===== config.mk =====
export PLATFORM = sky130hd
export DESIGN_NAME = swo_handover_ctrl
export DESIGN_NICKNAME = d
export VERILOG_FILES = /design/src/rtl/swo_pkg.sv /design/src/rtl/swo_countdown.sv /design/src/rtl/swo_slot_gate.sv /design/src/rtl/swo_handover_ctrl.sv
export SDC_FILE = /design/constraint.sdc
export NUM_CORES = 1
export LEC_CHECK = 0
export CAP_MARGIN = 0
export CORE_MARGIN = 2
export CORE_UTILIZATION = 40
export CTS_CLUSTER_DIAMETER = 120
export DETAILED_ROUTE_END_ITERATION = 8
export PLACE_DENSITY_LB_ADDON = 0.25
export SLEW_MARGIN = 25
export SYNTH_ARGS = -nofsm -noshare
export SYNTH_HDL_FRONTEND = slang
export SYNTH_SLANG_ARGS = --single-unit

===== constraint.sdc =====
create_clock -name clk -period 2.05 [get_ports clk]
set_input_delay 0.41 -clock clk [delete_from_list [all_inputs] [get_ports clk]]
set_output_delay 0.41 -clock clk [all_outputs]
set_load 0.05 [all_outputs]

===== src/rtl/swo_pkg.sv =====
package swo_pkg;
   typedef enum logic [2:0] {
      ST_IDLE     = 3'd0,
      ST_NOTIFY   = 3'd1,
      ST_WAIT     = 3'd2,
      ST_QUIESCE  = 3'd3,
      ST_TRANSFER = 3'd4,
      ST_RELEASE  = 3'd5,
      ST_DONE     = 3'd6
   } swo_state_e;

   localparam logic OWNER_HOST_A = 1'b0;
endpackage


===== src/rtl/swo_countdown.sv =====
module swo_countdown #(
   parameter int W = 16
) (
   input  logic         clk,
   input  logic         rst,
   input  logic         load_i,
   input  logic [W-1:0] load_val_i,
   input  logic         dec_i,
   output logic         zero_o,
   output logic         one_o
);
   localparam logic [W-1:0] ONE = W'(1);

   logic [W-1:0] cnt_q;

   if (W < 1) begin : g_bad_w
      $error("swo_countdown: W must be at least 1");
   end

   always_ff @(posedge clk) begin
      if (rst)
         cnt_q <= '0;
      else if (load_i)
         cnt_q <= load_val_i;
      else if (dec_i && cnt_q != '0)
         cnt_q <= cnt_q - ONE;
   end

   assign zero_o = (cnt_q == '0);
   assign one_o  = (cnt_q == ONE);

   AST_NO_UNDERFLOW: assert property (@(posedge clk) disable iff (rst)
      (zero_o && !load_i) |=> zero_o);
endmodule


===== src/rtl/swo_slot_gate.sv =====
module swo_slot_gate #(
   parameter int NSLOT       = 4,
   parameter bit SEL_QUIESCE = 1'b0
) (
   input  logic             quiet_i,
   output logic [NSLOT-1:0] slot_rst_o,
   output logic [NSLOT-1:0] slot_sel_o
);
   if (NSLOT < 1) begin : g_bad_n
      $error("swo_slot_gate: NSLOT must be at least 1");
   end

   for (genvar i = 0; i < NSLOT; i++) begin : g_slot
      if (SEL_QUIESCE) begin : g_power
         assign slot_rst_o[i] = 1'b0;
         assign slot_sel_o[i] = ~quiet_i;
      end else begin : g_reset
         assign slot_rst_o[i] = quiet_i;
         assign slot_sel_o[i] = 1'b1;
      end
   end
endmodule


===== src/rtl/swo_handover_ctrl.sv =====
module swo_handover_ctrl
   import swo_pkg::*;
#(
   parameter int NSLOT       = 4,
   parameter int TMR_W       = 16,
   parameter int HOLD_W      = 8,
   parameter bit SEL_QUIESCE = 1'b0
) (
   input  logic              clk,
   input  logic              rst,
   input  logic              req_i,
   input  logic              consent_i,
   input  logic [TMR_W-1:0]  timeout_cfg_i,
   input  logic [HOLD_W-1:0] hold_cfg_i,
   input  logic              done_clr_i,
   output logic              irq_o,
   output logic [NSLOT-1:0]  slot_rst_o,
   output logic [NSLOT-1:0]  slot_sel_o,
   output logic              owner_o,
   output logic              last_forced_o,
   output logic              done_o
);
   localparam logic [NSLOT-1:0] ALL_SLOTS = {NSLOT{1'b1}};

   if (TMR_W < 1 || HOLD_W < 1) begin : g_bad_cfg
      $error("swo_handover_ctrl: counter widths must be at least 1");
   end

   swo_state_e state_q, state_d;
   logic       forced_q, owner_q, last_forced_q, done_q;
   logic       set_forced, set_coop;
   logic       wait_ld, wait_dec, wait_zero, wait_one;
   logic       hold_ld, hold_dec, hold_zero, hold_one;
   logic       quiet;

   swo_countdown #(.W(TMR_W)) u_wait_tmr (
      .clk(clk), .rst(rst),
      .load_i(wait_ld), .load_val_i(timeout_cfg_i), .dec_i(wait_dec),
      .zero_o(wait_zero), .one_o(wait_one)
   );

   swo_countdown #(.W(HOLD_W)) u_hold_tmr (
      .clk(clk), .rst(rst),
      .load_i(hold_ld), .load_val_i(hold_cfg_i), .dec_i(hold_dec),
      .zero_o(hold_zero), .one_o(hold_one)
   );

   always_comb begin
      state_d    = state_q;
      wait_ld    = 1'b0;
      wait_dec   = 1'b0;
      hold_ld    = 1'b0;
      hold_dec   = 1'b0;
      set_forced = 1'b0;
      set_coop   = 1'b0;
      unique case (state_q)
         ST_IDLE: begin
            if (req_i) begin
               state_d = ST_NOTIFY;
               wait_ld = 1'b1;
            end
         end
         ST_NOTIFY: begin
            if (wait_zero) begin
               state_d    = ST_QUIESCE;
               set_forced = 1'b1;
               hold_ld    = 1'b1;
            end else begin
               state_d = ST_WAIT;
            end
         end
         ST_WAIT: begin
            if (consent_i) begin
               state_d  = ST_QUIESCE;
               set_coop = 1'b1;
               hold_ld  = 1'b1;
            end else if (wait_one) begin
               state_d    = ST_QUIESCE;
               set_forced = 1'b1;
               hold_ld    = 1'b1;
            end else begin
               wait_dec = 1'b1;
            end
         end
         ST_QUIESCE: begin
            if (hold_zero || hold_one)
               state_d = ST_TRANSFER;
            else
               hold_dec = 1'b1;
         end
         ST_TRANSFER: state_d = ST_RELEASE;
         ST_RELEASE:  state_d = ST_DONE;
         ST_DONE:     state_d = ST_IDLE;
         default:     state_d = ST_IDLE;
      endcase
   end

   always_ff @(posedge clk) begin
      if (rst) begin
         state_q       <= ST_IDLE;
         forced_q      <= 1'b0;
         owner_q       <= OWNER_HOST_A;
         last_forced_q <= 1'b0;
         done_q        <= 1'b0;
      end else begin
         state_q <= state_d;
         if (set_forced)
            forced_q <= 1'b1;
         else if (set_coop)
            forced_q <= 1'b0;
         if (state_q == ST_QUIESCE && state_d == ST_TRANSFER)
            owner_q <= ~owner_q;
         if (state_q == ST_DONE) begin
            last_forced_q <= forced_q;
            done_q        <= 1'b1;
         end else if (done_clr_i) begin
            done_q <= 1'b0;
         end
      end
   end

   assign quiet = (state_q == ST_QUIESCE) || (state_q == ST_TRANSFER);

   swo_slot_gate #(.NSLOT(NSLOT), .SEL_QUIESCE(SEL_QUIESCE)) u_slots (
      .quiet_i(quiet), .slot_rst_o(slot_rst_o), .slot_sel_o(slot_sel_o)
   );

   assign irq_o         = (state_q == ST_NOTIFY) || (state_q == ST_WAIT);
   assign owner_o       = owner_q;
   assign last_forced_o = last_forced_q;
   assign done_o        = done_q;

   AST_IRQ_HELD: assert property (@(posedge clk) disable iff (rst)
      (state_q == ST_WAIT && !consent_i && !wait_one) |=> irq_o);

   AST_COOP_CLASS: assert property (@(posedge clk) disable iff (rst)
      (state_q == ST_WAIT && consent_i) |=> !forced_q);

   AST_ZERO_FORCES: assert property (@(posedge clk) disable iff (rst)
      (state_q == ST_NOTIFY && wait_zero) |=> (forced_q && !irq_o));

   if (!SEL_QUIESCE) begin : g_ast_reset_mode
      AST_OWNER_UNDER_RST: assert property (@(posedge clk) disable iff (rst)
         (owner_q != $past(owner_q)) |-> (slot_rst_o == ALL_SLOTS));
      AST_SEL_KEPT: assert property (@(posedge clk) disable iff (rst)
         quiet |-> (slot_sel_o == ALL_SLOTS));
   end

   AST_REQ_IGNORED: assert property (@(posedge clk) disable iff (rst)
      (state_q == ST_NOTIFY) |-> ($past(state_q) == ST_IDLE));

   AST_DONE_STICKY: assert property (@(posedge clk) disable iff (rst)
      (done_q && !done_clr_i) |=> done_q);
endmodule


==> results.tsv, run 1 <==
stage	metric	value	unit
clock_network	clk_latency	0.28	ns
sta	fin_skew	0.00430	ns
worst_setup_path	crit_path_max_fanout	13	
yosys	synth_area	1940	sq um
clock_network	htreeDepth	2	
yosys	synth_xor_area_share	2.71	%
worst_setup_path	crit_arrival	1.54	ns
worst_setup_path	setup.worst_path.start_class	flip-flop	
floorplanning	die_h	73.6	microns
detailed_routing	firstDrtPassIters	4	
clock_network	cts_root_buffer	clkbuf_8	
yosys	synth_top_family_by_area	simple AND/OR/NAND/NOR gates	
floorplanning	die_w	73.6	microns
yosys	synth_compound_area_share	24.4	%
yosys	synth_async_sr_flop_share	0	%
global_routing	grt_usage	17.9	%
cells_and_area	final_area	2710	sq um
clock_network	numCtsBuffers	5	
pwr	p_seq_share	32.9	%
cells_and_area	synthToLayoutAreaGrowth	39.7	%
placed_design	place_area	2550	sq um
detailed_routing	drt.antenna.violating_nets	0	
floorplanning	coreArea	4690	sq um
worst_setup_path	cp-end-kind	output port	
yosys	synth-seq-cells	31	
pwr	p_leak	1.04	nW
yosys	synth.area.mux_share	0	%
pwr	clkPwrFrac	27.0	%
placed_design	numPortBuffers	36	
cells_and_area	final_layout_size_suffix_gt1_share	22.6	%
clock_network	tritoncts	yes	
sta	tns	0	ns
yosys	syn_inst	235	
global_routing	grt_first_pass_wirelength	7690	microns
job	drv_cap	0	
placed_design	gp_congestion	0.775	
worst_setup_path	critPathKind	flip-flop to output port	
detailed_routing	vias_per_cell	5.53	
sta	hold_viol	0	
yosys	synth-simple-area-share	29.3	%
run_status	status	finished, final reports clean	
sta	setup_viol	0	
cells_and_area	most-common-layout-cells	buf_4 (33), clkdlybuf4s50_1 (31), dfxtp_1 (30)	
pwr	sw_frac_of_total	34.3	%
worst_setup_path	r2r_setup_slack	0.11	ns
placed_design	dp.cells	341	
floorplanning	row_count	25	
yosys	ys_seq_area_share	32.0	%
sta	drv_slew	0	
clock_network	ctsHoldBuffers	0	
cells_and_area	fin_nets	330	
worst_setup_path	cp.required	1.64	ns
yosys	synth_area_per_cell	8.25	sq um
sta	period_share	95.0	%
placed_design	pre_cts_slack	-0.336	ns
detailed_routing	drt_iter0_drc	71	
cells_and_area	layout_commonest_cell	buf_4	
global_routing	overflow	0	
placed_design	place_hpwl	3460	microns
clock_network	cts_sinks	31	
detailed_routing	routed_wl	4700	microns
detailed_routing	drc_errors	0	
yosys	ys_types	51	
pwr	powerDensity	853	nW/um^2
detailed_routing	wl_per_cell	13.4	microns
yosys	ys.flop_type	dfxtp_1	
floorplanning	ios	41	
global_routing	grt_max_degree	18	
detailed_routing	routed-via-count	1934	
sta	min_period	1.95	ns
sta	final.setup.worst_slack	0.102	ns
yosys	synth-edff-count	0	
sta	max_slew_margin	66.6	%
sta	fmax	0.513	GHz
clock_network	cts_buffer_depth	2	
pwr	ir_drop	0.000447	V
yosys	yosysWarnings	0	
yosys	synth_adder_area_share	3.87	%
global_routing	grt_antenna_before_repair	0	
floorplanning	die-area	5420	sq um
clock_network	cts.clk_slew.worst_paths	0.07	ns
pwr	netSwitchingPower	793	uW
pwr	pwr-share-comb	40.1	%
global_routing	grt_pass1_vias	1771	
worst_hold_path	hp-class	flip-flop to flip-flop	
sta	worst_pin_slew	0.499	ns
floorplanning	initial_utilization	41.3	%
cells_and_area	final_cells	350	
cells_and_area	n_antenna_cell	0	
pwr	p_int	1.52	mW
-- layer usage --
| layer | GRT usage, % | routed length [microns] | vias up |
|---|---|---|---|
| li1 | - | - | 996 |
| met4 | 5.45 | 24 | 0 |
| met1 | 23.4 | 2300 | 904 |
| met2 | 29.8 | 2210 | 30 |
| met5 | 0 | 0 | - |
| met3 | 3.43 | 160 | 4 |
-- what timing repair did --
item                                    4_1_cts  5_1_grt
endpoints found under the setup margin        1       10
buffers inserted                              0        1
pin swaps                                     0        1
resized for setup                             1        6
-- flip-flops by register name (all words and copies together), names as in the netlist --
name	count
done_o	1
forced_q	1
last_forced_o	1
owner_o	1
state_q	3
u_hold_tmr.cnt_q	8
u_wait_tmr.cnt_q	16
-- worst paths after layout --
path / start / end / cells after the start
setup / recovery: state_q[2] / slot_rst_o[3] / 4
hold / removal: last_forced_o / last_forced_o / 2
hold reg to reg: last_forced_o / last_forced_o / 2
setup reg to reg: u_wait_tmr.cnt_q[2] / u_wait_tmr.cnt_q[14] / 6
-- worst max-delay path, stage by stage (launching register included) --
cell	delay, ns
dfxtp_1	0.32
buf_4	0.18
nand3b_1	0.23
nand2_1	0.33
buf_12	0.19
-- final cells by class --
type | instances | area (sq um)
sequential | 31 | 622
timing repair buffer | 69 | 658
clock inverter | 2 | 35.0
fill | 450 | 1980
tap | 54 | 67.6
inverter | 8 | 30.0
multi-input combinational | 180 | 1210
clock buffer | 6 | 82.6
-- Yosys cell counts (all sizes together) (2+ instances only) --
cell type  number  share of area [%]
a21oi          13                3.4
a211oi          7                2.7
or4b            2                1.0
xor2            3                1.4
o21bai          3                1.2
o21ai           8                2.6
clkbuf          4               0.77
nand3          12                3.4
nor4            6                3.0
xnor2           3                1.4
nand2          10                1.9
buf            14                4.7
dfxtp          31                 32
o211ai          3                1.2
a311oi          9                4.1
or3             9                3.2
or4             8                3.1
inv             8                1.5
nor3            9                2.3
nor2           26                5.0
nand3b          3                1.2
o31ai           8                3.4
or2             2               0.65
nand2b          3               0.97
and3b           2               0.90
ha              6                3.9
o31a            2               0.90
a31oi           4                1.3
a21o            4                1.6
-- through the flow --
| stage | total power [mW] | util [%] | hold WS, ns |
|---|---|---|---|
| 2_1_floorplan | 1.31 | - | 0.444 |
| 3_3_place_gp | 1.64 | 54.4 | 0.446 |
| 3_5_place_dp | 1.66 | 54.4 | 0.446 |
| 4_1_cts | 2.29 | 57.0 | 0.456 |
| 5_1_grt | 2.45 | 57.7 | 0.480 |
| 6_report | 2.31 | 57.7 | 0.453 |
-- power by group through the flow --
stage	sequential, mW	combinational, mW	clock, mW
CTS	0.752	0.897	0.636
finish	0.759	0.927	0.623
global route	0.768	1.02	0.665
detailed placement	0.763	0.895	0
global placement	0.765	0.880	0
floorplan	0.760	0.555	0
-- cell families (layout without fill, tap and decap cells) --
family                   count (synthesis)  after routing
buffers and inverters                   27             85
AO/OA/AOI/OAI                           66             66
XOR/XNOR                                 6              6
other                                    1              4
AND/OR/NAND/NOR                         98             98
adder cells (fa/ha/maj)                  6              6
flip-flops                              31             31
No activity file was read; power rests on OpenSTA's default activity.
==> inputs of run 2 (changes only) <==
CORE_MARGIN = not set   (was 2)
GPL_ROUTABILITY_DRIVEN = 0   (was not set)
SLEW_MARGIN = not set   (was 25)
==> results.tsv, run 2 (same netlist as run 1, synthesis figures left out) <==
stage	metric	value	unit
clock_network	tritoncts	yes	
sta	final.setup.worst_slack	0.0659	ns
global_routing	grt_usage	19.5	%
sta	fin_skew	0.0103	ns
global_routing	grt_antenna_before_repair	0	
placed_design	pre_cts_slack	-0.330	ns
sta	hold_viol	0	
cells_and_area	final_area	2690	sq um
clock_network	clk_latency	0.29	ns
worst_setup_path	critical_path_cell_count	8	
sta	tns	0	ns
global_routing	overflow	0	
global_routing	grt_pass1_vias	1709	
worst_setup_path	crit_path_max_fanout	7	
worst_setup_path	setup.worst_path.start_class	primary input	
worst_hold_path	min_path_cells	2	
worst_setup_path	cp.required	2.26	ns
floorplanning	die-area	5130	sq um
detailed_routing	routed-via-count	1916	
worst_setup_path	max_stage_delay	0.46	ns
worst_hold_path	whs_endpoint	last_forced_o	
clock_network	cts_buffer_depth	2	
clock_network	cts.clk_slew.worst_paths	0.07	ns
sta	worst_pin_slew	0.503	ns
sta	min_period	1.98	ns
global_routing	grt_max_degree	32	
worst_setup_path	rr_endpoint	u_wait_tmr.cnt_q[12]	
detailed_routing	firstDrtPassIters	4	
worst_hold_path	hold_path_startpoint	last_forced_o	
sta	period_share	96.8	%
clock_network	ctsHoldBuffers	0	
job	drv_cap	0	
worst_setup_path	path_delay_family	buffers and inverters	
sta	drv_slew	0	
placed_design	place_area	2540	sq um
detailed_routing	drt.antenna.violating_nets	0	
floorplanning	initial_utilization	43.1	%
pwr	p_leak	1.02	nW
cells_and_area	regMostFlops	u_wait_tmr.cnt_q	
detailed_routing	drt_iter0_drc	121	
clock_network	htreeDepth	2	
floorplanning	row_count	24	
worst_setup_path	crit_top_cell	buf_4	
detailed_routing	drc_errors	0	
worst_setup_path	worstReg2RegStart	u_wait_tmr.cnt_q[8]	
worst_hold_path	hp-class	flip-flop to flip-flop	
detailed_routing	wl_per_cell	13.9	microns
worst_setup_path	ff2ff_path_depth	4	
floorplanning	die_h	71.6	microns
cells_and_area	fin_nets	326	
worst_setup_path	r2r_setup_slack	0.12	ns
detailed_routing	vias_per_cell	5.59	
clock_network	cts_root_buffer	clkbuf_8	
pwr	total_power	2.19	mW
clock_network	numCtsBuffers	5	
cells_and_area	fin_util	59.7	%
cells_and_area	most-common-layout-cells	clkdlybuf4s50_1 (31), dfxtp_1 (30), buf_4 (27)	
sta	setup_viol	0	
placed_design	place_hpwl	3400	microns
worst_setup_path	cp-end-kind	flip-flop	
cells_and_area	largest_reg_flops	16	
worst_setup_path	critPathBufInv	4	
pwr	ir_drop	0.000344	V
worst_setup_path	crit_arrival	2.19	ns
clock_network	cts_sinks	31	
cells_and_area	final_layout_size_suffix_gt1_share	22.3	%
sta	max_slew_margin	66.3	%
detailed_routing	routed_wl	4760	microns
global_routing	grt_first_pass_wirelength	7750	microns
cells_and_area	layout_commonest_cell	clkdlybuf4s50_1	
cells_and_area	top_regs	u_wait_tmr.cnt_q x16, u_hold_tmr.cnt_q x8, state_q x3	
sta	fmax	0.504	GHz
cells_and_area	n_antenna_cell	0	
floorplanning	ios	41	
floorplanning	die_w	71.6	microns
worst_setup_path	critical_path.cell_chain	clkdlybuf4s50_1 -> buf_4 -> inv_1 -> and3_4 -> o21ai_4 -> buf_4 -> or4_1 -> a311oi_1	
floorplanning	coreArea	4500	sq um
worst_setup_path	critPathKind	primary input to flip-flop	
run_status	status	finished, final reports clean	
cells_and_area	synthToLayoutAreaGrowth	38.6	%
worst_setup_path	cp_slowest_cell	or4_1	
placed_design	numPortBuffers	36	
pwr	powerDensity	815	nW/um^2
run 2: worst max path at each step:
stage                                end                start
finish              u_wait_tmr.cnt_q[11]            consent_i
detailed placement   u_wait_tmr.cnt_q[5]            consent_i
CTS                  u_wait_tmr.cnt_q[7]  u_wait_tmr.cnt_q[8]
global route        u_wait_tmr.cnt_q[10]  u_wait_tmr.cnt_q[8]
global placement     u_wait_tmr.cnt_q[5]            consent_i
floorplan            u_wait_tmr.cnt_q[5]           state_q[0]
run 2: cell type report:
class / count / area (sq um)
timing repair buffer: 65 / 653
clock inverter: 1 / 5.00
multi-input combinational: 180 / 1230
fill: 421 / 1820
tap: 52 / 65.1
clock buffer: 6 / 82.6
inverter: 8 / 30.0
sequential: 31 / 622
run 2: through the flow:
step / cells / hold slack (ns)
floorplan: 238 / 0.444
global placement: 334 / 0.442
detailed placement: 334 / 0.445
CTS: 341 / 0.454
global route: 343 / 0.474
finish: 343 / 0.452
run 2: worst min-delay path, stage by stage (launching register included):
cell     delay [ns]
dfxtp_1        0.31
nand2_1        0.05
a21oi_1        0.05
run 2: what timing repair did:
item,in CTS,in global routing
buffers inserted,0,2
resized for setup,1,11
pin swaps,0,2
setup endpoints to repair,1,15
run 2: power by group:
group	leakage [nW]	internal, mW	switching [mW]	total (mW)
Combinational	0.719	0.444	0.486	0.930
Sequential	0.255	0.680	0.0834	0.763
Clock	0.0470	0.263	0.234	0.497
run 2: routing by layer:
layer / global-route usage [%] / wire length, microns
met3: 6.19 / 246
met5: 0 / 0
met1: 25.0 / 2170
met2: 30.8 / 2270
met4: 7.19 / 74
==> inputs of run 3 (changes only) <==
CORE_MARGIN = 4   (was not set)
CORE_UTILIZATION = 42   (was 40)
REMOVE_ABC_BUFFERS = 1   (was not set)
==> results.tsv, run 3 (same netlist as run 1, synthesis figures left out) <==
stage	metric	value	unit
pwr	p_leak	1.03	nW
global_routing	grt_usage	16.5	%
sta	drv_slew	0	
detailed_routing	drt.antenna.violating_nets	0	
sta	final.setup.worst_slack	0.0663	ns
floorplanning	initial_utilization	43.9	%
sta	hold_viol	0	
cells_and_area	fillers	404	
worst_setup_path	crit_path_max_fanout	8	
pwr	powerDensity	862	nW/um^2
worst_setup_path	crit_arrival	1.57	ns
placed_design	pre_cts_slack	-0.368	ns
floorplanning	die_h	76.0	microns
global_routing	grt_max_degree	18	
cells_and_area	largest_reg_flops	16	
cells_and_area	final_layout_size_suffix_gt1_share	22.9	%
sta	setup_viol	0	
floorplanning	row_count	24	
worst_setup_path	critPathKind	flip-flop to output port	
pwr	ir_drop	0.000542	V
clock_network	tritoncts	yes	
clock_network	clk_latency	0.28	ns
floorplanning	ios	41	
cells_and_area	fin_util	61.4	%
floorplanning	coreArea	4410	sq um
detailed_routing	routed-via-count	1943	
worst_hold_path	hp-class	flip-flop to flip-flop	
global_routing	grt_first_pass_wirelength	8080	microns
detailed_routing	drc_errors	0	
job	drv_cap	0	
cells_and_area	multiInputGateArea	1230	sq um
clock_network	cts_sinks	31	
clock_network	cts_root_buffer	clkbuf_8	
run_status	status	finished, final reports clean	
detailed_routing	vias_per_cell	5.63	
worst_setup_path	setup.worst_path.start_class	flip-flop	
global_routing	grt_pass1_vias	1797	
cells_and_area	most-common-layout-cells	clkdlybuf4s50_1 (31), dfxtp_1 (29), buf_4 (28)	
detailed_routing	drt_iter0_drc	132	
clock_network	cts.clk_slew.worst_paths	0.07	ns
cells_and_area	synthToLayoutAreaGrowth	39.7	%
clock_network	ctsHoldBuffers	0	
detailed_routing	wl_per_cell	14.6	microns
cells_and_area	seq_area	623	sq um
sta	fmax	0.504	GHz
global_routing	overflow	0	
placed_design	numPortBuffers	36	
cells_and_area	fin_nets	327	
detailed_routing	routed_wl	5030	microns
cells_and_area	top_regs	u_wait_tmr.cnt_q x16, u_hold_tmr.cnt_q x8, state_q x3	
global_routing	grt_antenna_before_repair	0	
cells_and_area	regMostFlops	u_wait_tmr.cnt_q	
cells_and_area	n_antenna_cell	0	
sta	period_share	96.8	%
sta	fin_skew	0.00528	ns
worst_setup_path	cp-end-kind	output port	
clock_network	cts_buffer_depth	2	
worst_setup_path	cp.required	1.64	ns
clock_network	htreeDepth	2	
detailed_routing	firstDrtPassIters	7	
placed_design	place_hpwl	3580	microns
clock_network	numCtsBuffers	5	
floorplanning	die-area	5770	sq um
floorplanning	die_w	76.0	microns
sta	min_period	1.98	ns
cells_and_area	layout_commonest_cell	clkdlybuf4s50_1	
[run 3: cell type report]
type                            count  share of cell area [%]
Sequential cell                    31                    23.0
Multi-Input combinational cell    181                    45.5
Inverter                            8                    1.11
Clock inverter                      2                    1.29
Clock buffer                        6                    3.05
Timing Repair Buffer               65                    23.6
Tap cell                           52                    2.40
[run 3: per-stage QoR]
step	power [mW]	hold slack, ns	std cells	TNS, ns	cell area, sq um
CTS	2.31	0.457	343	0	2660
floorplan	1.28	0.438	219	-1.37	1830
global route	2.47	0.482	345	-0.118	2710
finish	2.34	0.454	345	0	2710
global placement	1.64	0.445	335	-1.26	2530
detailed placement	1.66	0.447	335	-1.70	2530
[run 3: path summary, 6_finish.rpt]
check	startpoint	endpoint	slack, ns	cells past startpoint
worst max-delay path	state_q[0]	slot_rst_o[1]	0.07	5
worst min register to register	last_forced_o	last_forced_o	0.45	2
worst max register to register	u_wait_tmr.cnt_q[2]	u_wait_tmr.cnt_q[10]	0.08	7
worst min-delay path	last_forced_o	last_forced_o	0.45	2
[run 3: what timing repair did]
action	CTS	global route
gates cloned	0	1
gates resized for setup	3	10
setup endpoints to repair	2	11
buffers inserted	0	1
pin swaps	0	1
[run 3: report_power, final]
| part | switching (mW) | total, mW | internal, mW |
|---|---|---|---|
| Sequential | 0.0813 | 0.762 | 0.680 |
| Combinational | 0.498 | 0.937 | 0.439 |
| Clock | 0.243 | 0.636 | 0.393 |
[run 3: critical path, stage by stage, from the launching register on]
cell     delay, ns
dfxtp_1       0.35
buf_4         0.18
nor2_1        0.19
nand2_1       0.08
nand2_1       0.30
buf_12        0.19
[run 3: metal layers]
metal  track usage [%]  up-vias  share of wire, %
li1                  -      989                 -
met1              21.4      894                47
met2              27.3       53                47
met3              3.91        7               4.7
met4              4.45        0               1.2
met5                 0        -                 0
